`src/rtl/tdg_pkg.sv`:
```
package tdg_pkg;
  // strobes from control to datapath
  typedef struct packed {
    logic clear;    // return step counter to zero
    logic advance;  // step counter + 1
    logic capture;  // take a new instruction word
  } tdgStrobe_t;
endpackage

```
`src/rtl/tdg_ctrl.sv`:
```
module tdg_ctrl (
  input  logic               run,
  input  logic               scClear,
  input  logic               irLoad,
  input  logic               regRefExec,
  input  logic               ioExec,
  output tdg_pkg::tdgStrobe_t strobe
);
  logic classDone;

  always_comb begin
    classDone      = regRefExec | ioExec;
    strobe.clear   = scClear | classDone;
    strobe.advance = run & ~strobe.clear;
    strobe.capture = irLoad;
  end
endmodule

```
`src/rtl/tdg_datapath.sv`:
```
module tdg_datapath #(
  parameter int SC_W   = 4,
  parameter int WORD_W = 16,
  parameter int OP_W   = 3,
  localparam int T_N   = 1 << SC_W,
  localparam int D_N   = 1 << OP_W,
  localparam int Q_W   = WORD_W - 1 - OP_W
) (
  input  logic                clk,
  input  logic                rst,
  input  tdg_pkg::tdgStrobe_t strobe,
  input  logic [WORD_W-1:0]   irWord,
  output logic [T_N-1:0]      tOneHot,
  output logic [D_N-1:0]      dOneHot,
  output logic                indirect,
  output logic [Q_W-1:0]      qualBits,
  output logic                regRefExec,
  output logic                ioExec
);
  logic [SC_W-1:0]   seqCnt;
  logic [WORD_W-1:0] instr;
  logic [OP_W-1:0]   opField;

  always_ff @(posedge clk) begin
    if (rst) begin
      seqCnt <= '0;
    end else if (strobe.clear) begin
      seqCnt <= '0;
    end else if (strobe.advance) begin
      seqCnt <= seqCnt + 1'b1;
    end
  end

  always_ff @(posedge clk) begin
    if (rst) begin
      instr <= '0;
    end else if (strobe.capture) begin
      instr <= irWord;
    end
  end

  assign opField  = instr[WORD_W-2 -: OP_W];
  assign indirect = instr[WORD_W-1];
  assign qualBits = instr[Q_W-1:0];

  for (genvar k = 0; k < T_N; k++) begin : g_tDec
    assign tOneHot[k] = (seqCnt == SC_W'(k));
  end

  for (genvar n = 0; n < D_N; n++) begin : g_dDec
    assign dOneHot[n] = (opField == OP_W'(n));
  end

  assign regRefExec = dOneHot[D_N-1] & ~indirect & tOneHot[3];
  assign ioExec     = dOneHot[D_N-1] &  indirect & tOneHot[3];


  t_onehot_chk: assert property (@(posedge clk) disable iff (rst)
    $countones(tOneHot) == 1);


  d_onehot_chk: assert property (@(posedge clk) disable iff (rst)
    $countones(dOneHot) == 1);


  class_excl_chk: assert property (@(posedge clk) disable iff (rst)
    !(regRefExec && ioExec));
endmodule

```
`src/rtl/tdg_top.sv`:
```
module tdg_top #(
  parameter int SC_W   = 4,
  parameter int WORD_W = 16,
  parameter int OP_W   = 3,
  localparam int T_N   = 1 << SC_W,
  localparam int D_N   = 1 << OP_W,
  localparam int Q_W   = WORD_W - 1 - OP_W
) (
  input  logic              clk,
  input  logic              rst,
  input  logic              run,
  input  logic              scClear,
  input  logic              irLoad,
  input  logic [WORD_W-1:0] irWord,
  output logic [T_N-1:0]    tOneHot,
  output logic [D_N-1:0]    dOneHot,
  output logic              indirect,
  output logic [Q_W-1:0]    qualBits,
  output logic              regRefExec,
  output logic              ioExec
);
  tdg_pkg::tdgStrobe_t strobe;

  tdg_ctrl u_ctrl (
    .run        (run),
    .scClear    (scClear),
    .irLoad     (irLoad),
    .regRefExec (regRefExec),
    .ioExec     (ioExec),
    .strobe     (strobe)
  );

  tdg_datapath #(
    .SC_W   (SC_W),
    .WORD_W (WORD_W),
    .OP_W   (OP_W)
  ) u_dp (
    .clk        (clk),
    .rst        (rst),
    .strobe     (strobe),
    .irWord     (irWord),
    .tOneHot    (tOneHot),
    .dOneHot    (dOneHot),
    .indirect   (indirect),
    .qualBits   (qualBits),
    .regRefExec (regRefExec),
    .ioExec     (ioExec)
  );


  step_adv_chk: assert property (@(posedge clk) disable iff (rst)
    (run && !scClear && !regRefExec && !ioExec)
      |=> $past(tOneHot) == {tOneHot[0], tOneHot[T_N-1:1]});


  step_hold_chk: assert property (@(posedge clk) disable iff (rst)
    (!run && !scClear && !regRefExec && !ioExec) |=> $stable(tOneHot));


  ext_clear_chk: assert property (@(posedge clk) disable iff (rst)
    scClear |=> tOneHot[0]);


  auto_clear_chk: assert property (@(posedge clk) disable iff (rst)
    (regRefExec || ioExec) |=> tOneHot[0]);


  ind_capture_chk: assert property (@(posedge clk) disable iff (rst)
    irLoad |=> indirect == $past(irWord[WORD_W-1]));
endmodule

```
`config.mk`:
```
export PLATFORM = sky130hd
export DESIGN_NAME = tdg_top
export DESIGN_NICKNAME = d
export VERILOG_FILES = /design/src/rtl/tdg_pkg.sv /design/src/rtl/tdg_ctrl.sv /design/src/rtl/tdg_datapath.sv /design/src/rtl/tdg_top.sv
export SDC_FILE = /design/constraint.sdc
export NUM_CORES = 1
export LEC_CHECK = 0
export BUFFER_PORTS_ARGS = -buffer_cell sky130_fd_sc_hd__buf_2
export CORE_MARGIN = 5
export CORE_UTILIZATION = 43
export DETAILED_ROUTE_END_ITERATION = 8
export PLACE_DENSITY_LB_ADDON = 0.12
export SETUP_SLACK_MARGIN = 0.15
export SLEW_MARGIN = 25
export SYNTH_ARGS = -nofsm -noshare
export SYNTH_HDL_FRONTEND = slang
export SYNTH_SLANG_ARGS = --single-unit
```
`constraint.sdc`:
```
create_clock -name clk -period 1.3 [get_ports clk]
set_input_delay 0.26 -clock clk [delete_from_list [all_inputs] [get_ports clk]]
set_output_delay 0.26 -clock clk [all_outputs]
set_load 0.005 [all_outputs]
```
* After elaboration in Yosys (flattened, before gate mapping) *
Index checks and enable logic that the tools add are counted.

word-level totals
  register bits = 20
  latch bits = 0
  RAM bits = 0
  bits in read-only memories = 0
  input bits = 21
  output and inout port bits = 39
  logic and storage cells = 37
  memories = 0

operators by class
  $add $sub $neg = 1
  multipliers = 0
  divide/modulo/power cells = 0
  magnitude comparators = 0
  eq/ne operators = 22
  shift-type cells = 0
  multiplexer cells = 0
  bitwise logic cells = 9
  reduce and logical (&&, ||, !) cells = 3

operator list
  operator               count
  $eq A4 B4 Y1 const B   8
  $eq A4 B3 Y1 const B   4
  $eq A3 B3 Y1 const B   4
  $eq A4 B2 Y1 const B   2
  $eq A3 B2 Y1 const B   2
  $and A1 B1 Y1          5
  $add A4 B1 Y4 const B  1
  $eq A4 B1 Y1 const B   1
  $logic_not A4 Y1       1
  $eq A3 B1 Y1 const B   1
  $logic_not A3 Y1       1
  $not A1 Y1             2
  $or A1 B1 Y1           2
  $reduce_or A2 Y1       1

* Depth between registers and ports, before layout *
  depth in word-level cells = 7
  depth in mapped cells = 4
  mapped depth without buffers = 4

* Modules after synthesis *
Synthesis repeated with hierarchy kept, for this count alone.

second synthesis, totals
  cells, all modules = 125
  area total of the unflattened synthesis = 1127.3 um^2

by module, submodules not included
  module        times used  cells an instance  area an instance (um^2)  sequential area each (um^2)
  tdg_datapath  1           122                1104.8                   400.4
  tdg_ctrl      1           3                  22.5                     0.0

* Worst setup path before layout *
OpenSTA, ideal clock, no wires.

  path type = register -> output
  start point = register u_dp.seqCnt[2]
  end point = output ioExec
  arrival time = 0.984 ns
  required time = 1.040 ns
  path slack = 0.056 ns
  cell stages (with the launch flop) = 5
  path buffers = 1
  path through = dfxtp_1 -> clkbuf_2 -> nor2_1 -> and2_1 -> and3_2

between the ends
  cells in the longest elaborated chain, start to end = 2

ends and longest elaborated chain
  element                   RTL line            source
  start: declaration        tdg_datapath.sv:20  logic [SC_W-1:0] seqCnt;
  start signal: assignment  tdg_datapath.sv:30  seqCnt <= seqCnt + 1'b1;
  $eq A4 B2 Y1              tdg_datapath.sv:47  assign tOneHot[k] = (seqCnt == SC_W'(k));
  via tOneHot[3]            tdg_top.sv:15       output logic [T_N-1:0] tOneHot,
  $and A1 B1 Y1             tdg_datapath.sv:55  assign ioExec = dOneHot[D_N-1] & indirect & tOneHot[3];
  end: declaration          tdg_top.sv:20       output logic ioExec

The timed path passes the listed nets, and every way through them passes these cells.

* Worst setup path in the final report *
  start point = register u_dp.seqCnt[0]
  end point = output ioExec

between the ends
  cells in the longest elaborated chain, start to end = 2

ends and longest elaborated chain
  element        RTL line
  $eq A4 B2 Y1   tdg_datapath.sv:47
  $and A1 B1 Y1  tdg_datapath.sv:55

No other way between the ends.

==> results.json <==
{
  "outcome": "finished with violations",
  "violations": "setup timing",
  "tns_ps": -3487,
  "max_slew_margin_pct": 70.22,
  "vias_per_cell": 4.655,
  "setup_slack_ps": -230.2,
  "cts_root_buf": "clkbuf_4",
  "wl_per_cell_um": 13.38,
  "syn-num-nets": 142,
  "syn_area_mm2": 0.001065,
  "cts_buffer_depth": 2,
  "clockPowerShare_pct": 29.0,
  "drc": 0,
  "track_usage_pct": 14.63,
  "yosys_warnings": 0,
  "clk_latency_ps": 300,
  "grt-busiest-layer": "met2",
  "grt_setup_unrepaired": "true",
  "finalNonFillerCells": 206,
  "final.period_utilization_pct": 117.7,
  "finalInstanceArea_mm2": 0.001632,
  "min_path_type": "input port to flop",
  "via_count": 959,
  "core_mm2": 0.002432,
  "placed_cell_area_mm2": 0.001343,
  "dieArea_mm2": 0.003571,
  "dr.first_iter.drc_count": 23,
  "skew_ps": 1.212,
  "power_density_mw_per_mm2": 755.8,
  "dr.pass1.iters": 3,
  "gp_congestion": 0.7059,
  "cts_sinks": 20,
  "switching_power_mw": 0.3017,
  "comb_power_share_pct": 17.6,
  "drv_cap": 0,
  "synth_cell_types": 24,
  "fp.dieH_um": 59.76,
  "fmax_ghz": 0.6535,
  "num-fill-cells": 222,
  "ant_nets": 0,
  "yosysSeqAreaShare_pct": 37.60,
  "antenna_found_initial": 0,
  "irDropWorstVdd_mv": 0.5513,
  "grt_first_pass_wirelength_mm": 4.105,
  "final_nets": 202,
  "path_max_fanout": 4,
  "initial_utilization_pct": 43.78,
  "cts_inserted_buffers": 3,
  "crit_arrival_ps": 1270,
  "die_w_um": 59.76,
  "syn_avg_cell_area_um2": 9.101,
  "worst_pin_slew_ps": 446.7,
  "grt-ovfl-total": 0,
  "synth-seq-cells": 20,
  "cts_tree": "done",
  "num_rows": 18,
  "grt_max_degree": 17,
  "htreeDepth": 1,
  "post-route-min-period_ps": 1530,
  "diodes": 0,
  "grt_pass1_vias": 968,
  "hold_viol": 0,
  "wirelength_mm": 2.757,
  "use_met1_pct": 16.08,
  "grt_use_met3_pct": 4.968,
  "gr-usage-met2_pct": 27.01,
  "power_frac_seq_pct": 53.4,
  "portBuffers": 59,
  "cp_data_required_time_ps": 1040,
  "synthCells": 117,
  "io-pin-count": 60,
  "layout-drive-gt1-share_pct": 63.07,
  "drv_slew": 0,
  "clkTransAtPathRegs_ps": 110,
  "cp-start-kind": "flop",
  "endpoint_kind": "output port",
  "area_growth_pct": 53.23,
  "p_int_mw": 0.9315,
  "setup_viol": 26,
  "crit_type": "flop to output port",
  "dp_hpwl_mm": 1.949,
  "netSwitchingFraction_pct": 24.46,
  "leakage_nw": 0.8471,
  "placed_cells_incl_taps": 195
}
worst paths after layout:
check,from,end,slack (ps),cells after the start
min reg2reg,u_dp.instr[4],u_dp.instr[4],490,2
min,irWord[12],u_dp.instr[12],180,3
max,u_dp.seqCnt[0],ioExec,-230,4
max reg2reg,u_dp.instr[14],u_dp.seqCnt[0],60,4
power groups by stage:
stage	registers [mW]	clock network [mW]	logic, mW
floorplan	0.679	0	0.121
global placement	0.674	0	0.181
detailed placement	0.677	0	0.186
CTS	0.661	0.366	0.198
global route	0.664	0.386	0.242
finish	0.659	0.357	0.217
critical path: stages, from the launching register on:
cell and delay (ps):
dfxtp_4 390, ha_4 170, and2_4 130, and3_4 160, buf_6 110
cell type report:
type	count	area, um^2	area share, %
Sequential cell	20	419.2	25.69
Multi-Input combinational cell	78	656.9	40.26
Inverter	2	7.507	0.4601
Tap cell	30	37.54	2.301
Clock buffer	4	36.28	2.224
Timing Repair Buffer	72	474.2	29.06
metrics by stage:
| step | setup slack [ps] | total power [mW] | util, % | hold slack (ps) |
|---|---|---|---|---|
| 2_1_floorplan | 152.1 | 0.7993 | - | 396.7 |
| 3_5_place_dp | 18.54 | 0.8627 | 55.20 | 474.4 |
| 5_1_grt | -270.5 | 1.292 | 67.08 | 178.7 |
| 4_1_cts | -220.6 | 1.225 | 61.52 | 182.9 |
| 3_3_place_gp | 53.92 | 0.8546 | 55.20 | 465.7 |
| 6_report | -230.2 | 1.233 | 67.08 | 181.0 |
cell families after synthesis:
kind of cell | count (synthesis) | synth area share, %
compound gates | 1 | 1.058
xor+xnor | 3 | 2.468
simple gates | 53 | 26.67
flops | 20 | 37.60
mux | 17 | 15.98
buf+inv | 19 | 11.51
fa+ha+maj | 4 | 4.701
cell usage in the layout, fill, tap and decap left out, types with 2 or more instances in the layout:
cell / n
buf_4: 7
clkbuf_4: 3
buf_6: 13
and2_1: 7
nor2_1: 19
xor2_1: 2
mux2i_1: 17
and3_4: 3
ha_4: 3
dfxtp_1: 13
nor2_2: 3
nor3b_2: 2
and3_1: 3
dfxtp_2: 3
and2_4: 5
dfxtp_4: 4
buf_2: 51
and3b_2: 2
inv_2: 2
sequential cells by signal (all words and copies together), names as in the netlist:
| name | cells |
|---|---|
| u_dp.instr | 16 |
| u_dp.seqCnt | 4 |
cell usage after synthesis, drive strengths merged:
master	count	area share, %
nor2	23	8.1
dfxtp	20	38
mux2i	17	16
buf	15	10
and2	12	7.1
and3	6	4.1
ha	4	4.7
nor3b	3	2.1
and3b	2	1.9
clkbuf	2	0.82
inv	2	0.71
nand2	2	0.71
nor2b	2	1.2
xor2	2	1.6
a311o	1	1.1
nand3	1	0.47
nand4	1	0.59
nor3	1	0.47
xnor2	1	0.82
metal layers:
layer	vias to the layer above	share of wire (%)	wire, um
met5	-	0	0
met4	0	0.69	19
met3	2	7.5	207
met2	32	54	1482
met1	438	38	1048
li1	487	-	-
what timing repair did:
item                                    CTS  global route
endpoints found under the setup margin   26            30
gates resized for setup                  25            23
buffers inserted                          4             3
hold buffers                              0             0
pin swaps                                11             8
Note: power is estimated with default switching activity, not from simulation.
